===== config.mk =====
export PLATFORM = sky130hd
export DESIGN_NAME = pt_walker
export DESIGN_NICKNAME = d
export VERILOG_FILES = /design/src/rtl/ptw_pkg.sv /design/src/rtl/ptw_base_reg.sv /design/src/rtl/ptw_addr_gen.sv /design/src/rtl/ptw_entry_dec.sv /design/src/rtl/pt_walker.sv
export SDC_FILE = /design/constraint.sdc
export NUM_CORES = 1
export LEC_CHECK = 0
export CORE_UTILIZATION = 44
export DETAILED_ROUTE_END_ITERATION = 10
export MAX_ROUTING_LAYER = met4
export PLACE_DENSITY_LB_ADDON = 0.08
export SLEW_MARGIN = 10
export SYNTH_ARGS = -nofsm -noshare
export SYNTH_HDL_FRONTEND = slang
export SYNTH_SLANG_ARGS = --single-unit

===== constraint.sdc =====
create_clock -name clk -period 6.2 [get_ports clk]
set_input_delay 0.93 -clock clk [delete_from_list [all_inputs] [get_ports clk]]
set_output_delay 0.93 -clock clk [all_outputs]
set_load 0.005 [all_outputs]

===== src/rtl/ptw_pkg.sv =====
package ptw_pkg;

    typedef enum logic [1:0] {
        ST_IDLE = 2'd0,
        ST_REQ  = 2'd1,
        ST_WAIT = 2'd2,
        ST_DONE = 2'd3
    } ptw_state_e;

    // entry bit positions
    localparam int unsigned PTE_PRESENT_BIT = 0;
    localparam int unsigned PTE_REF_BIT     = 1;
    localparam int unsigned PTE_DIRTY_BIT   = 2;
    localparam int unsigned PTE_WR_BIT      = 3;
    localparam int unsigned PTE_PPN_LSB     = 12;

    typedef struct packed {
        logic writable;
        logic dirty;
        logic referenced;
    } ptw_flags_t;

endpackage


===== src/rtl/ptw_base_reg.sv =====
module ptw_base_reg #(
    parameter int unsigned PA_W = 32,
    parameter logic [PA_W-1:0] RST_VAL = '0
) (
    input  logic            clk,
    input  logic            rst_n,
    input  logic            wr_en,
    input  logic [PA_W-1:0] wr_data,
    input  logic            idle,
    output logic [PA_W-1:0] base_q
);

    always_ff @(posedge clk) begin
        if (!rst_n) begin
            base_q <= RST_VAL;
        end else if (wr_en && idle) begin
            base_q <= wr_data;
        end
    end

endmodule


===== src/rtl/ptw_addr_gen.sv =====
module ptw_addr_gen #(
    parameter int unsigned VPN_W       = 20,
    parameter int unsigned PA_W        = 32,
    parameter int unsigned ENTRY_SHIFT = 2
) (
    input  logic [PA_W-1:0]  base,
    input  logic [VPN_W-1:0] vpn,
    output logic [PA_W-1:0]  entry_addr
);

    logic [PA_W-1:0] index_ext;

    always_comb begin
        index_ext  = PA_W'(vpn) << ENTRY_SHIFT;
        entry_addr = base + index_ext;
    end

endmodule


===== src/rtl/ptw_entry_dec.sv =====
module ptw_entry_dec
    import ptw_pkg::*;
#(
    parameter int unsigned PTE_W = 32,
    parameter int unsigned PPN_W = 20
) (
    input  logic [PTE_W-1:0] pte,
    input  logic             rsp_err,
    output logic             fault,
    output logic [PPN_W-1:0] ppn,
    output ptw_flags_t       flags
);

    localparam int unsigned PPN_TOP = PTE_PPN_LSB + PPN_W;

    logic unused_mid;
    logic unused_hi;

    always_comb begin
        fault            = rsp_err || !pte[PTE_PRESENT_BIT];
        ppn              = pte[PTE_PPN_LSB +: PPN_W];
        flags.referenced = pte[PTE_REF_BIT];
        flags.dirty      = pte[PTE_DIRTY_BIT];
        flags.writable   = pte[PTE_WR_BIT];
        unused_mid       = ^pte[PTE_PPN_LSB-1:PTE_WR_BIT+1];
    end

    generate
        if (PPN_TOP < PTE_W) begin : g_spare_hi
            assign unused_hi = ^pte[PTE_W-1:PPN_TOP];
        end else begin : g_full_hi
            assign unused_hi = 1'b0;
        end
    endgenerate

endmodule


===== src/rtl/pt_walker.sv =====
module pt_walker
    import ptw_pkg::*;
#(
    parameter int unsigned VA_W       = 32,
    parameter int unsigned PA_W       = 32,
    parameter int unsigned PAGE_SHIFT = 12,
    parameter int unsigned PTE_W      = 32,
    parameter logic [PA_W-1:0] BASE_RST = '0
) (
    input  logic             clk,
    input  logic             rst_n,
    input  logic             cfg_base_we,
    input  logic [PA_W-1:0]  cfg_base_wdata,
    input  logic             req_valid,
    output logic             req_ready,
    input  logic [VA_W-1:0]  req_vaddr,
    output logic             mem_req_valid,
    input  logic             mem_req_ready,
    output logic [PA_W-1:0]  mem_req_addr,
    input  logic             mem_rsp_valid,
    input  logic [PTE_W-1:0] mem_rsp_data,
    input  logic             mem_rsp_err,
    output logic             done,
    output logic             fault,
    output logic [PA_W-1:0]  paddr,
    output logic             pte_referenced,
    output logic             pte_dirty,
    output logic             pte_writable
);

    localparam int unsigned VPN_W       = VA_W - PAGE_SHIFT;
    localparam int unsigned PPN_W       = PA_W - PAGE_SHIFT;
    localparam int unsigned ENTRY_SHIFT = $clog2(PTE_W / 8);

    ptw_state_e        state_q, state_d;
    logic [VA_W-1:0]   vaddr_q;
    logic [PTE_W-1:0]  pte_q;
    logic              err_q;
    logic [PA_W-1:0]   base_q;
    logic              dec_fault;
    logic [PPN_W-1:0]  dec_ppn;
    ptw_flags_t        dec_flags;
    logic              in_idle;

    assign in_idle = (state_q == ST_IDLE);

    ptw_base_reg #(
        .PA_W    (PA_W),
        .RST_VAL (BASE_RST)
    ) u_base (
        .clk     (clk),
        .rst_n   (rst_n),
        .wr_en   (cfg_base_we),
        .wr_data (cfg_base_wdata),
        .idle    (in_idle),
        .base_q  (base_q)
    );

    ptw_addr_gen #(
        .VPN_W       (VPN_W),
        .PA_W        (PA_W),
        .ENTRY_SHIFT (ENTRY_SHIFT)
    ) u_addr (
        .base       (base_q),
        .vpn        (vaddr_q[VA_W-1:PAGE_SHIFT]),
        .entry_addr (mem_req_addr)
    );

    ptw_entry_dec #(
        .PTE_W (PTE_W),
        .PPN_W (PPN_W)
    ) u_dec (
        .pte     (pte_q),
        .rsp_err (err_q),
        .fault   (dec_fault),
        .ppn     (dec_ppn),
        .flags   (dec_flags)
    );

    // state register
    always_ff @(posedge clk) begin
        if (!rst_n) begin
            state_q <= ST_IDLE;
        end else begin
            state_q <= state_d;
        end
    end

    // captured request and reply
    always_ff @(posedge clk) begin
        if (!rst_n) begin
            vaddr_q <= '0;
            pte_q   <= '0;
            err_q   <= 1'b0;
        end else begin
            if (state_q == ST_IDLE && req_valid) begin
                vaddr_q <= req_vaddr;
            end
            if (state_q == ST_WAIT && mem_rsp_valid) begin
                pte_q <= mem_rsp_data;
                err_q <= mem_rsp_err;
            end
        end
    end

    // next state
    always_comb begin
        state_d = state_q;
        unique case (state_q)
            ST_IDLE: if (req_valid)     state_d = ST_REQ;
            ST_REQ:  if (mem_req_ready) state_d = ST_WAIT;
            ST_WAIT: if (mem_rsp_valid) state_d = ST_DONE;
            ST_DONE:                    state_d = ST_IDLE;
            default:                    state_d = ST_IDLE;
        endcase
    end

    // outputs
    always_comb begin
        req_ready      = 1'b0;
        mem_req_valid  = 1'b0;
        done           = 1'b0;
        fault          = 1'b0;
        paddr          = '0;
        pte_referenced = 1'b0;
        pte_dirty      = 1'b0;
        pte_writable   = 1'b0;
        unique case (state_q)
            ST_IDLE: req_ready     = 1'b1;
            ST_REQ:  mem_req_valid = 1'b1;
            ST_WAIT: ;
            ST_DONE: begin
                done  = 1'b1;
                fault = dec_fault;
                if (!dec_fault) begin
                    paddr          = {dec_ppn, vaddr_q[PAGE_SHIFT-1:0]};
                    pte_referenced = dec_flags.referenced;
                    pte_dirty      = dec_flags.dirty;
                    pte_writable   = dec_flags.writable;
                end
            end
            default: ;
        endcase
    end

endmodule


======== Word level (Yosys, flattened, before mapping) ========
Cells that the tools add are included.
cells by class
  reductions and logical operators ........ 7
  equal/unequal tests ..................... 6
  add/subtract/negate cells ............... 1
  mux-type cells .......................... 16
operator list
  kind                count
  $mux 32             2
  $add 32x22->32      1
  $mux 1              10
  $pmux 2 s4          1
  $mux 2              3
  $ne 2x2->1 const B  3
  $eq 2x2->1 const B  2
  $logic_and 1x1->1   3
  $reduce_and 3->1    1
  $eq 2x1->1 const B  1
  $logic_not 2->1     1
  $logic_not 1->1     1
  $logic_or 1x1->1    1
word-level totals
  input port bits ......................... 103
  flip-flop bits (word level) ............. 99

======== Depth between registers and ports, before layout ========
Gate-level depths: netlist (run 1).
  depth in word-level cells ............... 4
  mapped depth ............................ 9

======== By module ========
Synthesis (run 1) repeated with hierarchy kept, for this count alone.
second synthesis, totals
  cell total of the unflattened synthesis .. 739
  area, all modules ....................... 5850.6 um^2
by module, submodules not included
  module         cells an instance  area each (um^2)  times used
  pt_walker      344                2800.2            1
  ptw_addr_gen   224                1487.7            1
  ptw_base_reg   147                1383.8            1
  ptw_entry_dec  24                 178.9             1

======== Worst setup path before layout (run 1) ========
No wires, ideal clock.
  path kind ............................... reg2out
  start point ............................. register u_base.base_q[2]
  end point ............................... output mem_req_addr[28]
  arrival ................................. 2.026 ns
  cell stages (with the launch flop) ...... 10
  path slack .............................. 3.244 ns
  path buffers ............................ 0
  path through ............................ dfxtp_1 -> ha_1 -> inv_1 -> fa_1 -> and2b_1 -> o2111ai_2 -> a21oi_1 -> o31ai_2 -> a311oi_2 -> xor2_1
on the way
  cells in the longest elaborated chain, start to end .. 1
RTL lines
  item                      RTL line            source
  start: declaration        ptw_base_reg.sv:10  output logic [PA_W-1:0] base_q
  start signal: assignment  ptw_base_reg.sv:17  base_q <= wr_data;
  $add 32x22->32            ptw_addr_gen.sv:15  entry_addr = base + index_ext;
  end: declaration          pt_walker.sv:19     output logic [PA_W-1:0] mem_req_addr,
No other way between the ends.

======== Worst setup path after layout (run 1) ========
Same ends and word-level chain as after synthesis.

==> impl_metrics.tcl, run 1 <==
set metrics [dict create \
    cp_cell_sequence "ha_1 -> inv_1 -> fa_1 -> and2b_1 -> o2111ai_2 -> a21oi_1 -> o31ai_2 -> a311oi_2 -> xor2_1 -> clkdlybuf4s50_1" \
    synth_edf_count 0 \
    reg2reg_depth 5 \
    avgSynthCellArea_um2 7.94 \
    drt.antenna.violating_nets 0 \
    hold_viol 0 \
    slew_headroom_pct 16.3 \
    grt_usage_pct 24.0 \
    required_ns 5.27 \
    peakVddDrop_uv 147 \
    area_delta_synth_final_pct 39.3 \
    ys_warn_count 0 \
    finalClockSkew_ns 0.00839 \
    hold_path_end "pte_q[16]$_SDFFE_PN0P_" \
    first_pass_iters 5 \
    dp_slack_ns 2.40 \
    cp_top_family "compound AO/OA/AOI/OAI gates" \
    fp.coreArea_um2 11000 \
    grt_max_degree 47 \
    pwr_density_cell_nw_per_um2 293 \
    nFillCells 994 \
    cp-start-kind "flip-flop" \
    synth_top_area_share_pct 36.2 \
    drc 0 \
    synth_ff_type "dfxtp_1" \
    hold_class "reg -> reg" \
    dp_hpwl_mm 9.55 \
    leakagePower_nw 2.76 \
    status "finished clean" \
    hp-start "pte_q[16]$_SDFFE_PN0P_" \
    rrSetupSlack_ns 4.09 \
    r2r_end "u_base.base_q[31]$_SDFFE_PN0P_" \
    layout-drive-gt1-share_pct 4.75 \
    syn_area_um2 5030 \
    grt_pass1_wl_mm 21.6 \
    cts_tree "done" \
    final.period_utilization_pct 67.7 \
    rows 38 \
    antenna_found_initial 1 \
    critPathMaxStageDelay_ns 0.53 \
    clock_sinks 91 \
    setup_viol 0 \
    crit_path_max_fanout 4 \
    postCtsResizedCells 0 \
    yosys.area.top_type "dfxtp_1" \
    die_x_um 109 \
    tns_ns 0 \
    wirelength_mm 13.2 \
    ys_seq_area_share_pct 36.2 \
    cts_hold_repair.buffers 0 \
    ys_top_cells_by_count "nand2_1, dfxtp_1, a21boi_0" \
    cp-end-kind "primary output" \
    crit_arrival_ns 3.27 \
    ios 174 \
    die_h_um 109 \
    clk_latency_ns 0.34 \
    clock-root-buffer "clkbuf_16" \
    post-route-min-period_ns 4.20 \
    cts.repair_timing.setup_buffer_count 0 \
    drt-initial-drc-count 189 \
    seqCellArea_um2 1820 \
    place_congestion 0.832 \
    worstHoldPathCells 2 \
    path_buf_inv 2 \
    syn_inst 633 \
    cap_violations 0 \
    multiInputGateArea_um2 2990 \
    overflow 0 \
    fmax_mhz 238 \
    wl_per_cell_um 14.3 \
    synth.distinct_cells 50 \
    path_clk_slew_ns 0.07 \
    synth_area_leaders "dfxtp_1, nand2_1, a21boi_0" \
    synth-seq-cells 91 \
    cts_buffer_depth 2 \
    max_slew.worst_pin.slew_ns 1.25 \
    layout_setup_ws_ns 2.00 \
    crit_slowest_cell "clkdlybuf4s50_1" \
    timing.rr.start "state_q[0]$_SDFFE_PN0P_" \
    maxSlewViolCount 0 \
    design.die.area_um2 11900 \
    grt_pass1_vias 4588 \
    worstSetupPathType "reg -> out" \
    async_reset_ff_share_pct 0 \
    portBuffers 165 \
    start_util_pct 45.8 \
    cts-buffers-inserted 9 \
    synthMostInstantiatedCell "nand2_1" \
    fin_nets 902 \
    synth_nets 761 \
    viasPerCell 5.12 \
    rsz0062_at_grt "no" \
    num_vias 4710 \
    htree_levels 3 \
]
## worst max-delay path by stage
stage                                             start               end  slack [ns]  depth (start not counted)
after global routing      u_base.base_q[2]$_SDFFE_PN0P_  mem_req_addr[26]        1.78                         10
after CTS                 u_base.base_q[2]$_SDFFE_PN0P_  mem_req_addr[26]        1.99                         10
after global placement    u_base.base_q[2]$_SDFFE_PN0P_  mem_req_addr[26]        2.44                         10
final                     u_base.base_q[2]$_SDFFE_PN0P_  mem_req_addr[28]        2.00                         10
after detailed placement  u_base.base_q[2]$_SDFFE_PN0P_  mem_req_addr[26]        2.40                         10
after floorplan           u_base.base_q[2]$_SDFFE_PN0P_  mem_req_addr[28]        3.24                          9
## layout make-up
cell class	count	share of cell area, %
multi-input combinational	487	42.7
sequential	91	26.0
timing repair buffer	169	23.9
clock buffer	10	3.41
tap	140	2.50
inverter	16	0.857
clock inverter	6	0.589
antenna	1	0.0357
## routing by layer
layer  vias up  track usage [%]  wire [um]  part of all wire, %
met2       161             37.8       5960                   45
met4         0             7.43        197                  1.5
li1       2382                -          -                    -
met5         -                -          0                    0
met3        18             6.40       1100                  8.3
met1      2149             29.9       5940                   45
## per-stage QoR
stage / cells / utilization, % / total power [mW] / hold slack, ns / area (um^2)
after floorplan: 633 / - / 1.21 / 0.439 / 5030
after global placement: 903 / 61.2 / 1.53 / 0.445 / 6720
after detailed placement: 903 / 61.2 / 1.55 / 0.454 / 6720
after CTS: 919 / 63.8 / 2.07 / 0.462 / 7000
after global routing: 920 / 63.8 / 2.19 / 0.479 / 7010
final: 920 / 63.8 / 2.05 / 0.460 / 7010
## report_power, final
part	total [mW]	internal (mW)	switching (mW)
Clock	0.515	0.283	0.233
Sequential	0.752	0.689	0.0622
Combinational	0.783	0.376	0.408
## cells in the final DEF (no fill, tap or decap), types with 2 or more instances in the layout
master	Yosys	routed
a311oi_2	2	2
and3_1	5	5
nor3_2	2	2
dfxtp_1	91	91
nor2b_1	4	4
inv_1	16	16
nor3_1	5	5
nand3_1	6	6
nor2_1	13	13
clkbuf_16	0	9
o21a_1	7	7
a21boi_0	90	90
o211ai_2	2	2
a31oi_1	3	3
clkdlybuf4s50_1	0	164
xnor2_1	13	13
clkinv_2	0	3
a21oi_1	15	15
o21bai_1	3	3
nand2_1	198	198
nand2b_1	2	2
ha_1	24	24
and2_1	39	39
o21ai_0	4	4
o211ai_1	3	3
buf_4	2	4
o2111ai_1	2	2
xor2_1	11	11
a21o_1	12	12
clkinv_4	0	3
## registers in the layout, summed over array words and instances (netlist names)
signal,cells
err_q,1
vaddr_q,32
u_base.base_q,32
pte_q,24
state_q,2
## kinds of logic after synthesis
kind of cell             after synthesis  synth area share (%)
AO/OA/AOI/OAI                        158                  24.3
flip-flops                            91                  36.2
multiplexers                           1                 0.199
adder cells (fa/ha/maj)               25                  6.37
XOR/XNOR                              24                  4.18
AND/OR/NAND/NOR                      279                  24.4
buffers and inverters                 55                  4.33
## worst min-delay path, cell delays in order, from the launching register on
cell,delay [ns]
dfxtp_1,0.30
nand2_1,0.04
a21boi_0,0.06
No activity file was read; power rests on OpenSTA's default activity.
==> inputs of run 2 (changes only) <==
==> constraint.sdc (replaced) <==
create_clock -name clk -period 4.16 [get_ports clk]
set_input_delay 0.624 -clock clk [delete_from_list [all_inputs] [get_ports clk]]
set_output_delay 0.624 -clock clk [all_outputs]
set_load 0.005 [all_outputs]
==> run 2 against run 1 <==
Global-route usage grew 0.17 points. Die area is the same. Clock power rose by 60%. Critical path depth is the same. Highest routed layer unchanged.
==> impl_metrics.tcl, run 2 (synthesis gave the netlist of run 1 again) <==
set metrics [dict create \
    path_clk_slew_ns 0.06 \
    final_common_cell "nand2_1" \
    finalClockSkew_ns 0.00377 \
    r2r_end "u_base.base_q[16]$_SDFFE_PN0P_" \
    rrSetupSlack_ns 2.11 \
    crit_arrival_ns 3.29 \
    cts_tree "done" \
    drt.antenna.violating_nets 0 \
    grt_usage_pct 24.2 \
    wirelength_mm 13.3 \
    crit_path_max_fanout 4 \
    status "finished clean" \
    worstHoldPathCells 2 \
    slew_headroom_pct 20.2 \
    tns_ns 0 \
    place_congestion 0.876 \
    num_vias 4686 \
    dp_hpwl_mm 9.54 \
    cp_cell_sequence "ha_1 -> inv_1 -> fa_1 -> and2b_1 -> o2111ai_2 -> a21oi_1 -> o211ai_1 -> a21oi_1 -> xor2_1 -> clkdlybuf4s50_1" \
    first_pass_iters 5 \
    grt_pass1_wl_mm 21.6 \
    clock_sinks 91 \
    maxSlewViolCount 0 \
    cts-buffers-inserted 9 \
    cts_hold_repair.buffers 0 \
    final.period_utilization_pct 94.0 \
    grt_max_degree 81 \
    layout-drive-gt1-share_pct 4.37 \
    nFillCells 955 \
    reg2reg_depth 5 \
    fp.coreArea_um2 11000 \
    dp.cells 903 \
    die_x_um 109 \
    grt_pass1_vias 4619 \
    peakVddDrop_uv 390 \
    worstSetupPathType "reg -> out" \
    critPathMostFrequentCell "a21oi_1" \
    cts_buffer_depth 2 \
    rows 38 \
    cp-start-kind "flip-flop" \
    final_cell_mix "nand2_1, clkdlybuf4s50_1, dfxtp_1" \
    critPathMaxStageDelay_ns 0.53 \
    overflow 0 \
    rsz0062_at_grt "no" \
    hold_path_end "pte_q[22]$_SDFFE_PN0P_" \
    pwr_density_cell_nw_per_um2 444 \
    postCtsResizedCells 0 \
    reg_top3 "u_base.base_q: 32 flops, vaddr_q: 32 flops, pte_q: 24 flops" \
    crit_start "u_base.base_q[2]$_SDFFE_PN0P_" \
    design.die.area_um2 11900 \
    clock-root-buffer "clkbuf_16" \
    htree_levels 3 \
    place_area_um2 6720 \
    fmax_mhz 256 \
    leakagePower_nw 2.77 \
    crit_slowest_cell "clkdlybuf4s50_1" \
    portBuffers 165 \
    post-route-min-period_ns 3.91 \
    fin_nets 902 \
    finalPower_mw 3.12 \
    timing.rr.start "state_q[0]$_SDFFE_PN0P_" \
    holdWs_ns 0.463 \
    cts.repair_timing.setup_buffer_count 0 \
    cp-end-kind "primary output" \
    drt-initial-drc-count 208 \
    antenna_cells 0 \
    hold_class "reg -> reg" \
    die_h_um 109 \
    wl_per_cell_um 14.5 \
    fin_cells 918 \
    hp-start "pte_q[22]$_SDFFE_PN0P_" \
    start_util_pct 45.8 \
    antenna_found_initial 0 \
    setup_viol 0 \
    required_ns 3.54 \
    clk_latency_ns 0.34 \
    drc 0 \
    max_slew.worst_pin.slew_ns 1.20 \
    area_delta_synth_final_pct 39.6 \
    viasPerCell 5.10 \
    ios 174 \
    cap_violations 0 \
    hold_viol 0 \
    design_area_um2 7020 \
]
-- run 2: cell count changes in the layout (fill, tap and decap cells not counted), sizes merged --
| cell | change |
|---|---|
| diode | -1 |
| clkinv | -5 |
| bufinv | +1 |
| clkbuf | +3 |
-- run 2: where the power goes --
part | total [mW] | internal, mW | switching, mW
Clock | 0.826 | 0.495 | 0.331
Sequential | 1.12 | 1.03 | 0.0933
Combinational | 1.17 | 0.562 | 0.610
Total | 3.12 | 2.08 | 1.03
-- run 2: through the flow --
stage                     utilization (%)  setup WS (ns)
final                                63.9          0.248
after global routing                 63.9         0.0596
after CTS                            63.9          0.257
after detailed placement             61.2          0.673
after global placement               61.2          0.726
after floorplan                         -           1.51
-- run 2: final cells by class --
cell class	count	area (um^2)	share of cell area [%]
Tap cell	140	175	2.50
Timing Repair Buffer	169	1680	23.9
Inverter	16	60.1	0.856
Clock inverter	2	35.0	0.499
Sequential cell	91	1820	26.0
Multi-Input combinational cell	487	2990	42.6
Clock buffer	13	260	3.71
-- run 2: worst max-delay path by stage --
stage	slack, ns	cells past startpoint	to
floorplan	1.51	9	mem_req_addr[28]
global placement	0.73	10	mem_req_addr[30]
detailed placement	0.67	10	mem_req_addr[26]
CTS	0.26	10	mem_req_addr[26]
global route	0.06	10	mem_req_addr[26]
finish	0.25	10	mem_req_addr[26]
-- run 2: critical path: cells and delay by family (launching register included) --
| kind | cells | cell delay, ns |
|---|---|---|
| AO/OA/AOI/OAI | 4 | 0.95 |
| adder cells (fa/ha/maj) | 2 | 0.64 |
| buffers and inverters | 2 | 0.60 |
| flip-flops | 1 | 0.33 |
| AND/OR/NAND/NOR | 1 | 0.25 |
| XOR/XNOR | 1 | 0.16 |
-- run 2: metal layers --
| metal | track usage, % | wire length, um | part of all wire, % | vias up |
|---|---|---|---|---|
| li1 | - | - | - | 2383 |
| met5 | - | 0 | 0 | - |
| met2 | 38.1 | 6200 | 47 | 139 |
| met3 | 9.21 | 1060 | 8.0 | 14 |
| met1 | 28.2 | 5900 | 44 | 2150 |
| met4 | 7.82 | 161 | 1.2 | 0 |
